**config.mk**
```make
export PLATFORM = sky130hd
export DESIGN_NAME = nvm_csum_engine
export DESIGN_NICKNAME = d
export VERILOG_FILES = /design/src/rtl/nvm_csum_pkg.sv /design/src/rtl/nvm_csum_poll_timer.sv /design/src/rtl/nvm_csum_accum.sv /design/src/rtl/nvm_csum_ctrl.sv /design/src/rtl/nvm_csum_engine.sv
export SDC_FILE = /design/constraint.sdc
export NUM_CORES = 1
export LEC_CHECK = 0
export BUFFER_PORTS_ARGS = -buffer_cell sky130_fd_sc_hd__buf_2
export CORE_MARGIN = 2
export CORE_UTILIZATION = 40
export DETAILED_ROUTE_END_ITERATION = 12
export PLACE_DENSITY = 0.62
export SLEW_MARGIN = 5
export SYNTH_ARGS = -nofsm -noshare
export SYNTH_HDL_FRONTEND = slang
export SYNTH_SLANG_ARGS = --single-unit
```
**constraint.sdc**
```tcl
create_clock -name clk -period 8 [get_ports clk]
set_input_delay 0.8 -clock clk [delete_from_list [all_inputs] [get_ports clk]]
set_output_delay 0.8 -clock clk [all_outputs]
set_load 0.01 [all_outputs]
```
**src/rtl/nvm_csum_pkg.sv**
```systemverilog
package nvm_csum_pkg;

  typedef enum logic [2:0] {
    ST_IDLE     = 3'd0,
    ST_RD_ISSUE = 3'd1,
    ST_RD_WAIT  = 3'd2,
    ST_WR_ISSUE = 3'd3,
    ST_WR_WAIT  = 3'd4
  } eng_state_t;

  typedef enum logic {
    MODE_CHECK = 1'b0,
    MODE_FIX   = 1'b1
  } eng_mode_t;

  typedef enum logic [1:0] {
    RES_NONE = 2'd0,
    RES_PASS = 2'd1,
    RES_FAIL = 2'd2,
    RES_ERR  = 2'd3
  } eng_result_t;

endpackage

```
**src/rtl/nvm_csum_poll_timer.sv**
```systemverilog
// Counts polling cycles of one transfer; flags expiry on the LIMIT-th miss.
module nvm_csum_poll_timer #(
  parameter int LIMIT = 100
) (
  input  logic clk,
  input  logic rst_n,
  input  logic arm,
  input  logic waiting,
  output logic expired
);
  localparam int CW = $clog2(LIMIT + 1);
  localparam logic [CW-1:0] LAST = CW'(LIMIT - 1);

  logic [CW-1:0] cnt_q, cnt_d;
  logic          cnt_en;

  always_comb begin
    cnt_en = arm | waiting;
    cnt_d  = arm ? '0 : cnt_q + CW'(1);
  end

  always_ff @(posedge clk or negedge rst_n) begin
    if (!rst_n) begin
      cnt_q <= '0;
    end else if (cnt_en) begin
      cnt_q <= cnt_d;
    end
  end

  assign expired = waiting && (cnt_q == LAST);

endmodule

```
**src/rtl/nvm_csum_accum.sv**
```systemverilog
// 16-bit (DW) wrapping word accumulator.
module nvm_csum_accum #(
  parameter int DW = 16
) (
  input  logic          clk,
  input  logic          rst_n,
  input  logic          clr,
  input  logic          add_en,
  input  logic [DW-1:0] add_word,
  output logic [DW-1:0] sum,
  output logic [DW-1:0] sum_nxt
);
  logic [DW-1:0] sum_q, sum_d;
  logic          sum_en;

  assign sum_nxt = sum_q + add_word;

  always_comb begin
    sum_en = clr | add_en;
    sum_d  = clr ? '0 : sum_nxt;
  end

  always_ff @(posedge clk or negedge rst_n) begin
    if (!rst_n) begin
      sum_q <= '0;
    end else if (sum_en) begin
      sum_q <= sum_d;
    end
  end

  assign sum = sum_q;

endmodule

```
**src/rtl/nvm_csum_ctrl.sv**
```systemverilog
// Sequencer: read walk, verdict, optional checksum write.
module nvm_csum_ctrl
  import nvm_csum_pkg::*;
#(
  parameter int          AW        = 6,
  parameter int          DW        = 16,
  parameter int          CSUM_ADDR = 63,
  parameter logic [15:0] TARGET    = 16'hBABA
) (
  input  logic          clk,
  input  logic          rst_n,
  input  logic          start,
  input  logic          mode_sel,
  input  logic          rd_seen,
  input  logic          rd_expired,
  input  logic          wr_ack,
  input  logic          wr_fail,
  input  logic          wr_expired,
  input  logic [DW-1:0] sum_nxt,
  output logic          acc_clr,
  output logic          acc_add,
  output logic          rd_issue,
  output logic          rd_waiting,
  output logic          wr_issue,
  output logic          wr_waiting,
  output logic [AW-1:0] addr,
  output logic          busy,
  output logic          done,
  output logic          pass,
  output logic          fail,
  output logic          err
);
  localparam bit            FIX_READS = (CSUM_ADDR != 0);
  localparam logic [AW-1:0] CHK_LAST  = AW'(CSUM_ADDR);
  localparam logic [AW-1:0] FIX_LAST  = AW'((CSUM_ADDR == 0) ? 0 : CSUM_ADDR - 1);
  localparam logic [DW-1:0] TGT       = DW'(TARGET);

  eng_state_t    state_q, state_d;
  eng_mode_t     mode_q, mode_d;
  eng_result_t   res_q, res_d;
  logic [AW-1:0] addr_q, addr_d;
  logic          busy_q, busy_d;
  logic          done_q, done_d;
  logic [AW-1:0] last_addr;

  assign last_addr = (mode_q == MODE_FIX) ? FIX_LAST : CHK_LAST;

  always_comb begin
    state_d = state_q;
    mode_d  = mode_q;
    res_d   = res_q;
    addr_d  = addr_q;
    busy_d  = busy_q;
    done_d  = 1'b0;
    acc_clr = 1'b0;
    acc_add = 1'b0;
    case (state_q)
      ST_IDLE: begin
        if (start) begin
          mode_d  = eng_mode_t'(mode_sel);
          addr_d  = '0;
          busy_d  = 1'b1;
          res_d   = RES_NONE;
          acc_clr = 1'b1;
          state_d = (mode_sel && !FIX_READS) ? ST_WR_ISSUE : ST_RD_ISSUE;
        end
      end
      ST_RD_ISSUE: state_d = ST_RD_WAIT;
      ST_RD_WAIT: begin
        if (rd_seen) begin
          acc_add = 1'b1;
          if (addr_q == last_addr) begin
            if (mode_q == MODE_CHECK) begin
              state_d = ST_IDLE;
              busy_d  = 1'b0;
              done_d  = 1'b1;
              res_d   = (sum_nxt == TGT) ? RES_PASS : RES_FAIL;
            end else begin
              state_d = ST_WR_ISSUE;
            end
          end else begin
            addr_d  = addr_q + AW'(1);
            state_d = ST_RD_ISSUE;
          end
        end else if (rd_expired) begin
          state_d = ST_IDLE;
          busy_d  = 1'b0;
          done_d  = 1'b1;
          res_d   = RES_ERR;
        end
      end
      ST_WR_ISSUE: state_d = ST_WR_WAIT;
      ST_WR_WAIT: begin
        if (wr_ack || wr_expired) begin
          state_d = ST_IDLE;
          busy_d  = 1'b0;
          done_d  = 1'b1;
          res_d   = (wr_ack && !wr_fail) ? RES_PASS : RES_ERR;
        end
      end
      default: begin
        state_d = ST_IDLE;
        busy_d  = 1'b0;
      end
    endcase
  end

  always_ff @(posedge clk or negedge rst_n) begin
    if (!rst_n) begin
      state_q <= ST_IDLE;
      mode_q  <= MODE_CHECK;
      res_q   <= RES_NONE;
      addr_q  <= '0;
      busy_q  <= 1'b0;
      done_q  <= 1'b0;
    end else begin
      state_q <= state_d;
      mode_q  <= mode_d;
      res_q   <= res_d;
      addr_q  <= addr_d;
      busy_q  <= busy_d;
      done_q  <= done_d;
    end
  end

  assign rd_issue   = (state_q == ST_RD_ISSUE);
  assign rd_waiting = (state_q == ST_RD_WAIT) && !rd_seen;
  assign wr_issue   = (state_q == ST_WR_ISSUE);
  assign wr_waiting = (state_q == ST_WR_WAIT) && !wr_ack;
  assign addr       = addr_q;
  assign busy       = busy_q;
  assign done       = done_q;
  assign pass       = (res_q == RES_PASS);
  assign fail       = (res_q == RES_FAIL);
  assign err        = (res_q == RES_ERR);

endmodule

```
**src/rtl/nvm_csum_engine.sv**
```systemverilog
module nvm_csum_engine #(
  parameter int          AW         = 6,
  parameter int          DW         = 16,
  parameter int          CSUM_ADDR  = 63,
  parameter logic [15:0] TARGET     = 16'hBABA,
  parameter int          POLL_LIMIT = 100
) (
  input  logic          clk,
  input  logic          rst_n,
  input  logic          start,
  input  logic          mode_sel,
  output logic          busy,
  output logic          done,
  output logic          pass,
  output logic          fail,
  output logic          err,
  output logic          rd_req,
  output logic [AW-1:0] rd_addr,
  input  logic [DW:0]   rd_resp,
  output logic          wr_req,
  output logic [AW-1:0] wr_addr,
  output logic [DW-1:0] wr_data,
  input  logic          wr_ack,
  input  logic          wr_fail
);
  localparam logic [DW-1:0] TGT = DW'(TARGET);

  logic          rd_seen;
  logic [DW-1:0] rd_word;
  logic          rd_issue, rd_waiting, rd_expired;
  logic          wr_issue, wr_waiting, wr_expired;
  logic          acc_clr, acc_add;
  logic [DW-1:0] sum, sum_nxt;
  logic [AW-1:0] addr;

  assign rd_seen = rd_resp[0];
  assign rd_word = rd_resp[DW:1];

  nvm_csum_ctrl #(
    .AW(AW), .DW(DW), .CSUM_ADDR(CSUM_ADDR), .TARGET(TARGET)
  ) u_ctrl (
    .clk(clk), .rst_n(rst_n), .start(start), .mode_sel(mode_sel),
    .rd_seen(rd_seen), .rd_expired(rd_expired),
    .wr_ack(wr_ack), .wr_fail(wr_fail), .wr_expired(wr_expired),
    .sum_nxt(sum_nxt), .acc_clr(acc_clr), .acc_add(acc_add),
    .rd_issue(rd_issue), .rd_waiting(rd_waiting),
    .wr_issue(wr_issue), .wr_waiting(wr_waiting),
    .addr(addr), .busy(busy), .done(done),
    .pass(pass), .fail(fail), .err(err)
  );

  nvm_csum_accum #(.DW(DW)) u_accum (
    .clk(clk), .rst_n(rst_n), .clr(acc_clr), .add_en(acc_add),
    .add_word(rd_word), .sum(sum), .sum_nxt(sum_nxt)
  );

  nvm_csum_poll_timer #(.LIMIT(POLL_LIMIT)) u_rd_timer (
    .clk(clk), .rst_n(rst_n), .arm(rd_issue), .waiting(rd_waiting),
    .expired(rd_expired)
  );

  nvm_csum_poll_timer #(.LIMIT(POLL_LIMIT)) u_wr_timer (
    .clk(clk), .rst_n(rst_n), .arm(wr_issue), .waiting(wr_waiting),
    .expired(wr_expired)
  );

  assign rd_req  = rd_issue;
  assign rd_addr = addr;
  assign wr_req  = wr_issue;
  assign wr_addr = AW'(CSUM_ADDR);
  assign wr_data = TGT - sum;

endmodule

```
* After elaboration in Yosys (flattened, before gate mapping)
Cells that the tools add are included.
Operators by class: $add $sub $neg 5, equal/unequal tests 18, multiplexer cells 41, bitwise logic cells 4, reduce and logical (&&, ||, !) cells 18
Operators with widths (number):
- $mux 2 | 10
- $mux 6 | 3
- $add 16x16->16 | 1
- $eq 16x16->1 const B | 1
- $mux 1 | 16
- $mux 16 | 1
- $sub 16x16->16 const A | 1
- $pmux 3 s5 | 1
- $add 7x1->7 const B | 2
- $eq 7x7->1 const B | 2
- $mux 7 | 2
- $mux 3 | 4
- $pmux 6 s2 | 1
- $reduce_and 6->1 | 2
- $add 6x1->6 const B | 1
- $eq 3x2->1 const B | 2
- $eq 6x6->1 | 1
- $ne 2x2->1 const B | 3
- $ne 3x3->1 const B | 2
- $pmux 2 s3 | 1
- $logic_and 1x1->1 | 5
- $eq 2x2->1 const B | 2
- $pmux 1 s4 | 1
- $reduce_and 4->1 | 1
- other kinds (16) | 20
Word-level totals: register bits after elaboration 44, bits of input ports 23, output and inout bits 35, word-level logic and storage cells 95

* Logic depth before layout (Yosys ltp)
Gate-level depths: netlist of the first run.
depth in word-level cells 7, gate-level depth with buffers 11, gate-level depth less buffers 11

* By module
Synthesis of the first run repeated with hierarchy kept, for this count alone.
Second synthesis, totals: cells, all modules 370, area total of the unflattened synthesis 3354.5 um^2
Modules (own cells, without submodules):
- nvm_csum_accum | instances 1, cells an instance 149, area an instance 1388.8 um^2, seq. area each 400.4 um^2
- nvm_csum_ctrl | instances 1, cells an instance 104, area an instance 922.1 um^2, seq. area each 350.3 um^2
- nvm_csum_poll_timer | instances 2, cells an instance 33, area an instance 349.1 um^2, seq. area each 175.2 um^2
- nvm_csum_engine | instances 1, cells an instance 51, area an instance 345.3 um^2, seq. area each 0.0 um^2

* Least setup slack after synthesis of the first run
OpenSTA, ideal clock, no wires.
kind input to register, from in rd_resp[1], to reg u_ctrl.res_q[1], setup time 0.135 ns, arrival 2.910 ns, required time 7.865 ns, slack 4.955 ns, stages on the path 11, path buffers 0, cell sequence ha_1 > inv_1 > fa_1 > nor2b_4 > o2111ai_2 > a31oi_1 > nor4_1 > a2111oi_0 > and3_1 > and4_1 > o31ai_1
On the way: word-level cells in the longest chain between the ends 7
RTL lines:
- start: declaration | RTL line nvm_csum_engine.sv:19 | input logic [DW:0] rd_resp,
- $add 16x16->16 | RTL line nvm_csum_accum.sv:16 | assign sum_nxt = sum_q + add_word;
- $eq 16x16->1 | RTL line nvm_csum_ctrl.sv:77 | res_d = (sum_nxt == TGT) ? RES_PASS : RES_FAIL;
- $mux 2 | RTL line nvm_csum_ctrl.sv:77
- $mux 2 | RTL line nvm_csum_ctrl.sv:73 | if (mode_q == MODE_CHECK) begin
- $mux 2 | RTL line nvm_csum_ctrl.sv:72 | if (addr_q == last_addr) begin
- $mux 2 | RTL line nvm_csum_ctrl.sv:70 | if (rd_seen) begin
- $pmux 2 s3 | RTL line nvm_csum_ctrl.sv:57 | case (state_q)
- end signal: assignment | RTL line nvm_csum_ctrl.sv:119 | res_q <= res_d;
- end: declaration | RTL line nvm_csum_ctrl.sv:40 | eng_result_t res_q, res_d;
Every way passes these cells. The select of a mux whose other input is x is not followed. A chain may end at the register's enable or synchronous reset.

* Final worst setup path of the first run
from reg u_accum.sum_q[0], in the netlist u_accum.sum[0], to out wr_data[15]
On the way: word-level cells in the longest chain between the ends 1
RTL lines:
- start: declaration | RTL line nvm_csum_accum.sv:13 | logic [DW-1:0] sum_q, sum_d;
- start signal: assignment | RTL line nvm_csum_accum.sv:27 | sum_q <= sum_d;
- $sub 16x16->16 | RTL line nvm_csum_engine.sv:71 | assign wr_data = TGT - sum;
- end: declaration | RTL line nvm_csum_engine.sv:22 | output logic [DW-1:0] wr_data,
Every way passes these cells.

==> results of run 1 <==
## cell families after synthesis
group           Yosys count
mux                       5
simple gates            126
fa+ha+maj                20
compound gates           88
xor+xnor                 37
buf+inv                  24
flops                    44
other cells               1
## Yosys cell counts, types with 2 or more instances
| cell type | count | area share |
|---|---|---|
| buf_4 | 8 | 0.019 |
| nand2_1 | 32 | 0.038 |
| and2_1 | 2 | 0.0040 |
| o21a_1 | 5 | 0.012 |
| a31oi_1 | 6 | 0.012 |
| xnor2_1 | 16 | 0.045 |
| clkbuf_1 | 6 | 0.0072 |
| and3_1 | 2 | 0.0040 |
| mux2_2 | 2 | 0.0072 |
| mux2i_1 | 3 | 0.0096 |
| o211ai_1 | 2 | 0.0048 |
| nor3_1 | 7 | 0.011 |
| o31ai_1 | 4 | 0.0096 |
| a21oi_1 | 19 | 0.030 |
| nand2b_2 | 2 | 0.0056 |
| a211oi_1 | 2 | 0.0048 |
| and4_1 | 2 | 0.0056 |
| a22o_1 | 10 | 0.028 |
| or2_2 | 2 | 0.0040 |
| a21o_1 | 7 | 0.017 |
| xor2_1 | 20 | 0.056 |
| nor3b_1 | 2 | 0.0048 |
| dfrtp_1 | 44 | 0.35 |
| nand3_1 | 8 | 0.013 |
| nand4_1 | 9 | 0.018 |
| ha_1 | 19 | 0.076 |
| inv_1 | 8 | 0.0096 |
| o21bai_1 | 2 | 0.0048 |
| nand2b_1 | 4 | 0.0080 |
| nor2_1 | 36 | 0.043 |
| o21ai_1 | 2 | 0.0032 |
| o21ai_0 | 17 | 0.027 |
| or3_1 | 4 | 0.0080 |
| nor2b_1 | 4 | 0.0080 |
## worst max-delay path: cells and delay by family, from the launching register on
family / cells / cell delay (ps)
XOR/XNOR: 1 / 160
AND/OR/NAND/NOR: 4 / 600
buffers and inverters: 1 / 150
AO/OA/AOI/OAI: 3 / 740
flip-flops: 1 / 430
## routing by layer
| layer | part of all wire | routed length [um] |
|---|---|---|
| met5 | 0 | 0 |
| met4 | 0.011 | 76 |
| met3 | 0.041 | 288 |
| met2 | 0.45 | 3200 |
| met1 | 0.49 | 3480 |
## worst max-delay path by stage
| stage | start | to | slack [ps] | cells after the start |
|---|---|---|---|---|
| floorplan | rd_resp[1] | u_ctrl.res_q[1]$_DFFE_PN0P_ | 4960 | 11 |
| CTS | u_accum.sum[0]$_DFFE_PN0P_ | wr_data[15] | 4810 | 9 |
| finish | u_accum.sum[0]$_DFFE_PN0P_ | wr_data[15] | 4830 | 9 |
| global placement | rd_resp[1] | u_ctrl.res_q[1]$_DFFE_PN0P_ | 4660 | 12 |
| detailed placement | rd_resp[1] | u_ctrl.res_q[1]$_DFFE_PN0P_ | 4570 | 12 |
| global route | rd_resp[1] | u_ctrl.res_q[1]$_DFFE_PN0P_ | 4590 | 12 |
## power by group
group / switching, W / internal (W)
logic: 0.000368 / 0.000293
registers: 0.0000978 / 0.000287
clock network: 0.0000785 / 0.000102
## flip-flops by register name (all words and copies together) (netlist names)
name / cells
u_ctrl.busy: 1
u_ctrl.state_q: 3
u_ctrl.mode_q: 1
u_ctrl.res_q: 2
u_wr_timer.cnt_q: 7
u_ctrl.addr: 6
u_accum.sum: 16
u_rd_timer.cnt_q: 7
u_ctrl.done: 1
## layout make-up
| cell class | instances | area share |
|---|---|---|
| Tap cell | 102 | 0.0360 |
| Sequential cell | 44 | 0.310 |
| Timing Repair Buffer | 51 | 0.0719 |
| Clock inverter | 2 | 0.0109 |
| Inverter | 8 | 0.00846 |
| Multi-Input combinational cell | 282 | 0.539 |
| Clock buffer | 6 | 0.0233 |
## per-stage QoR
stage / setup slack [ps] / hold slack (ps) / cell area [sq um] / utilization / total power [W]
6_report: 4830 / 521 / 3550 / 0.464 / 0.00123
5_1_grt: 4590 / 557 / 3550 / 0.464 / 0.00133
4_1_cts: 4810 / 528 / 3550 / 0.464 / 0.00124
3_5_place_dp: 4570 / 516 / 3430 / 0.448 / 0.00105
3_3_place_gp: 4660 / 495 / 3430 / 0.448 / 0.00104
2_1_floorplan: 4960 / 478 / 3140 / - / 0.000871
==> flow_metrics.py, run 1 <==
metrics = {
    "run_status": {
        "status": "complete, no violations",
    },
    "cells_and_area": {
        "seq_area_sq_um": 1100,
        "final_common_cell": "buf_2",
        "final_cell_mix": "buf_2 (51), dfrtp_1 (44), nor2_1 (36), nand2_1 (32), xor2_1 (20)",
        "fill_cells": 749,
        "insertedDiodeCount": 0,
        "drive_gt1_frac": 0.188,
        "num-nets-final": 435,
        "layout.cells.non_filler": 495,
        "areaGrowthSynthToFinish_pct": 13.6,
        "multi_input_area_sq_um": 1910,
    },
    "logic_synthesis": {
        "synth_xor_area_frac": 0.106,
        "synth_flop_cell": "dfrtp_1",
        "synthAdderAreaFrac": 0.0825,
        "netlist_area_sq_um": 3120,
        "synth-seq-cells": 44,
        "syn_inst": 345,
        "synth_top_family_by_area": "simple AND/OR/NAND/NOR gates",
        "ys_types": 61,
        "seq_area_frac_synth": 0.352,
        "yosys_warnings": 0,
        "synthArstFlopShare": 1.00,
        "syn_avg_cell_area_sq_um": 9.06,
        "synthMuxAreaShare": 0.0168,
        "synth-simple-area-share": 0.209,
        "synth_compound_area_frac": 0.191,
        "synth_edf_count": 0,
    },
    "worst_setup_path": {
        "crit_slowest_cell": "dfrtp_1",
        "timing.critical_path.required_ps": 7200,
        "worstSetupPathType": "flip-flop to output port",
        "r2r_slack_ps": 4980,
        "crit_chain": "a21oi_1, nor2_1, o21a_1, o21a_1, nor2_1, nor3b_1, nor2_1, xor2_1, buf_2",
        "startpoint_type": "flip-flop",
        "critPathArrivalTime_ps": 2370,
        "r2r_start": "u_accum.sum[0]$_DFFE_PN0P_",
        "critPathMaxFanout": 5,
        "rr_endpoint": "u_ctrl.res_q[1]$_DFFE_PN0P_",
        "cpPeakStageDelay_ps": 430,
        "crit_top_cell": "nor2_1",
        "reg2reg_depth": 11,
        "endpoint_kind": "output port",
    },
    "grt": {
        "groute.usage.overall": 0.175,
        "grtUsageMet2": 0.274,
        "antenna_found_initial": 0,
        "grt_max_degree": 45,
        "grt_pass1_vias": 2478,
        "grtUsageMet1": 0.254,
        "gr-total-overflow": 0,
        "grt_pass1_wl_mm": 12.0,
        "top_usage_layer": "met2",
        "grtUsageMet3": 0.0269,
    },
    "clock_network": {
        "cts_htree_levels": 2,
        "clk_latency_ps": 300,
        "cts.sinks": 44,
        "numCtsBuffers": 5,
        "cts_root_buffer": "clkbuf_8",
        "clk_path_buf_depth": 2,
        "postCtsSetupBuffers": 0,
        "cts_hold_buffers": 0,
        "cts_tree": "built",
        "postCtsResizedCells": 0,
        "clk_pin_slew_ps": 90,
    },
    "timing": {
        "skew_ps": 11.4,
        "finalHoldViolCount": 0,
        "min_period_ps": 3170,
        "grt_setup_unrepaired": "no",
        "min_period_over_period": 0.396,
        "fmax_mhz": 315,
        "drv_slew": 0,
        "fin_tns_setup_ps": 0,
        "max_slew_margin": 0.244,
        "finalSetupViolations": 0,
        "worst_pin_slew_ps": 1130,
    },
    "route": {
        "avgViaCountPerCell": 5.40,
        "drt-initial-drc-count": 113,
        "first_pass_iters": 4,
        "wire_per_inst_um": 14.2,
        "vias": 2673,
        "detail_route.wirelength_mm": 7.04,
        "drc_errors": 0,
        "ant_nets": 0,
    },
    "min_path": {
        "min_path_cells": 1,
        "min-delay-path-class": "flip-flop to flip-flop",
        "hold_end": "u_rd_timer.cnt_q[0]$_DFFE_PN0P_",
        "hp-start": "u_rd_timer.cnt_q[0]$_DFFE_PN0P_",
    },
    "power": {
        "p_leak_nw": 1.70,
        "max-vdd-ir-drop_mv": 0.169,
        "p_per_area_nw_per_um2": 346,
    },
    "placement": {
        "io_buffers": 51,
        "place_congestion": 0.872,
        "dpl.hpwl_mm": 5.30,
        "dp.cells": 487,
    },
    "floorplan": {
        "die_w_um": 92.4,
        "core_sq_um": 7650,
        "die_h_um": 92.4,
        "ios": 58,
        "die_area_sq_um": 8530,
        "initial_core_util": 0.409,
        "rows": 32,
    },
    "run": {
        "cap_violations": 0,
    },
}
No activity file was read; power rests on OpenSTA's default activity.
==> run 2: changes to the inputs <==
--- a/config.mk
+++ b/config.mk
@@ -5,11 +5,12 @@
 export SDC_FILE = /design/constraint.sdc
 export NUM_CORES = 1
 export LEC_CHECK = 0
+export ABC_AREA = 1
 export BUFFER_PORTS_ARGS = -buffer_cell sky130_fd_sc_hd__buf_2
 export CORE_MARGIN = 2
 export CORE_UTILIZATION = 40
 export DETAILED_ROUTE_END_ITERATION = 12
-export PLACE_DENSITY = 0.62
+export PLACE_DENSITY = 0.63
 export SLEW_MARGIN = 5
 export SYNTH_ARGS = -nofsm -noshare
 export SYNTH_HDL_FRONTEND = slang
==> constraint.sdc (replaced) <==
create_clock -name clk -period 2.6 [get_ports clk]
set_input_delay 0.26 -clock clk [delete_from_list [all_inputs] [get_ports clk]]
set_output_delay 0.26 -clock clk [all_outputs]
set_load 0.01 [all_outputs]
==> flow_metrics.py, run 2 <==
metrics = {
    "timing": {
        "worst_pin_slew_ps": 983,
        "fin_tns_setup_ps": 0,
        "min_period_ps": 2370,
        "drv_slew": 0,
        "grt_setup_unrepaired": "no",
        "fin_hold_ws_ps": 120,
        "fmax_mhz": 423,
        "finalSetupViolations": 0,
        "finalHoldViolCount": 0,
        "postLayoutSetupSlackWorst_ps": 235,
        "skew_ps": 3.05,
        "max_slew_margin": 0.345,
        "min_period_over_period": 0.910,
    },
    "logic_synthesis": {
        "yosysMostFrequentCell": "nand2_1",
        "yosys_warnings": 0,
        "synth_flop_cell": "dfrtp_1",
        "synth_edf_count": 0,
        "synth-simple-area-share": 0.347,
        "syn_inst": 513,
        "synth_xor_area_frac": 0.0432,
        "synthMuxAreaShare": 0.00291,
        "synth_top_cells_by_count": "nand2_1 (143), inv_1 (76), nor2_1 (53)",
        "seq_area_frac_synth": 0.320,
        "synth_top_area_frac": 0.320,
        "ys_types": 44,
        "synthArstFlopShare": 1.00,
        "synth_top_family_by_area": "simple AND/OR/NAND/NOR gates",
        "syn_avg_cell_area_sq_um": 6.71,
        "synthAdderAreaFrac": 0.0749,
        "synth-seq-cells": 44,
        "netlist_area_sq_um": 3440,
        "synth_area_leaders": "dfrtp_1 (32%), nand2_1 (16%), inv_1 (8.3%)",
        "synth_compound_area_frac": 0.102,
        "yosys.area.top_type": "dfrtp_1",
    },
    "power": {
        "comb_power_share": 0.601,
        "max-vdd-ir-drop_mv": 0.477,
        "p_total_w": 0.00387,
        "p_per_area_nw_per_um2": 993,
        "pwr-share-seq": 0.285,
        "swShare": 0.504,
        "p_leak_nw": 2.10,
        "p_int_w": 0.00192,
        "p_sw_w": 0.00195,
        "clockPowerShare": 0.114,
    },
    "cells_and_area": {
        "final_cell_mix": "nand2_1 (143), inv_1 (76), nor2_1 (53), buf_2 (51), dfrtp_1 (44)",
        "fill_cells": 866,
        "design_area_sq_um": 3890,
        "seq_area_sq_um": 1100,
        "drive_gt1_frac": 0.140,
        "largest_register_ffs": 16,
        "multi_input_area_sq_um": 1980,
        "areaGrowthSynthToFinish_pct": 13.1,
        "insertedDiodeCount": 0,
        "num-nets-final": 612,
        "final_common_cell": "nand2_1",
    },
    "floorplan": {
        "die_w_um": 96.8,
        "die_h_um": 96.8,
        "ios": 58,
        "core_sq_um": 8300,
        "rows": 33,
        "die_area_sq_um": 9370,
        "initial_core_util": 0.415,
    },
    "grt": {
        "grt_max_degree": 45,
        "gr-total-overflow": 0,
        "grt_pass1_wl_mm": 14.4,
        "grt_pass1_vias": 3064,
        "groute.usage.overall": 0.183,
        "antenna_found_initial": 0,
    },
    "clock_network": {
        "clk_path_buf_depth": 2,
        "cts_tree": "built",
        "postCtsSetupBuffers": 0,
        "cts.sinks": 44,
        "numCtsBuffers": 5,
        "cts_root_buffer": "clkbuf_8",
        "clk_latency_ps": 290,
        "cts_htree_levels": 2,
        "clk_pin_slew_ps": 80,
    },
    "route": {
        "detail_route.wirelength_mm": 8.55,
        "drc_errors": 0,
        "avgViaCountPerCell": 4.92,
        "ant_nets": 0,
        "vias": 3319,
        "wire_per_inst_um": 12.7,
        "drt-initial-drc-count": 202,
        "first_pass_iters": 4,
    },
    "worst_setup_path": {
        "cpPeakStageDelay_ps": 420,
        "crit_slowest_cell": "dfrtp_1",
        "startpoint": "u_accum.sum[0]$_DFFE_PN0P_",
        "critPathMaxFanout": 4,
        "critPathArrivalTime_ps": 2110,
        "worstSetupPathType": "flip-flop to output port",
        "r2r_start": "u_accum.sum[0]$_DFFE_PN0P_",
        "startpoint_type": "flip-flop",
        "crit_chain": "ha_1, o21ai_1, buf_4, o2111ai_1, o21ai_0, xor2_1, buf_2",
        "r2r_slack_ps": 280,
        "timing.critical_path.required_ps": 2340,
        "endpoint_kind": "output port",
    },
    "placement": {
        "dpl.hpwl_mm": 6.91,
        "pre_cts_ws_ps": 295,
        "io_buffers": 51,
        "place_area_sq_um": 3800,
        "place_congestion": 0.913,
    },
    "min_path": {
        "min-delay-path-class": "primary input to asynchronous set/reset pin",
    },
    "run_status": {
        "status": "complete, no violations",
    },
    "run": {
        "cap_violations": 0,
    },
}
-- run 2: layout make-up --
class	count	area share
Tap cell	105	0.0337
Clock buffer	8	0.0231
Timing Repair Buffer	54	0.0713
Inverter	83	0.0800
Multi-Input combinational cell	381	0.509
Sequential cell	44	0.283
-- run 2: through the flow --
step / cells / utilization
3_5_place_dp: 667 / 0.458
4_1_cts: 675 / 0.469
5_1_grt: 675 / 0.469
6_report: 675 / 0.469
3_3_place_gp: 667 / 0.458
2_1_floorplan: 518 / -
-- run 2: critical path, delay by kind of cell (launching register included) --
kind | cells | cell delay, ps
compound gates | 3 | 670
xor+xnor | 1 | 160
fa+ha+maj | 1 | 230
buf+inv | 2 | 320
flops | 1 | 420
-- run 2: cell families after synthesis --
family | Yosys count
and+or+nand+nor | 274
buffers and inverters | 93
AOI/OAI and AO/OA | 63
DFF | 44
adders and majority gates | 20
xor gates and xnor gates | 17
other | 1
muxes | 1
-- run 2: path summary, 6_finish.rpt --
path	cells after the start	to
max	7	wr_data[14]
min	1	u_wr_timer.cnt_q[3]$_DFFE_PN0P_
max reg2reg	15	u_ctrl.res_q[1]$_DFFE_PN0P_
min reg2reg	2	u_ctrl.busy$_DFFE_PN0P_
max in group asynchronous	1	u_accum.sum[6]$_DFFE_PN0P_
min in group clk	3	u_ctrl.mode_q$_DFFE_PN0P_
-- run 2: what timing repair did --
action | in CTS | in global routing
endpoints found under the setup margin | 0 | 4
hold buffers | 0 | 0
endpoints found under the hold margin | 0 | 0
gates resized for setup | 0 | 3
-- run 2: power by group through the flow --
| stage | combinational, W | clock [W] | sequential, W |
|---|---|---|---|
| final | 0.00232 | 0.000441 | 0.00110 |
| after detailed placement | 0.00230 | 0 | 0.00112 |
| after CTS | 0.00232 | 0.000458 | 0.00110 |
| after global placement | 0.00229 | 0 | 0.00111 |
| after floorplan | 0.00168 | 0 | 0.00107 |
| after global routing | 0.00264 | 0.000487 | 0.00114 |
-- run 2: routing by layer --
layer / track usage / share of wire / vias up
li1: - / - / 1740
met1: 0.272 / 0.52 / 1504
met2: 0.278 / 0.42 / 67
met3: 0.0311 / 0.043 / 8
met4: 0.0423 / 0.011 / 0
met5: 0 / 0 / -
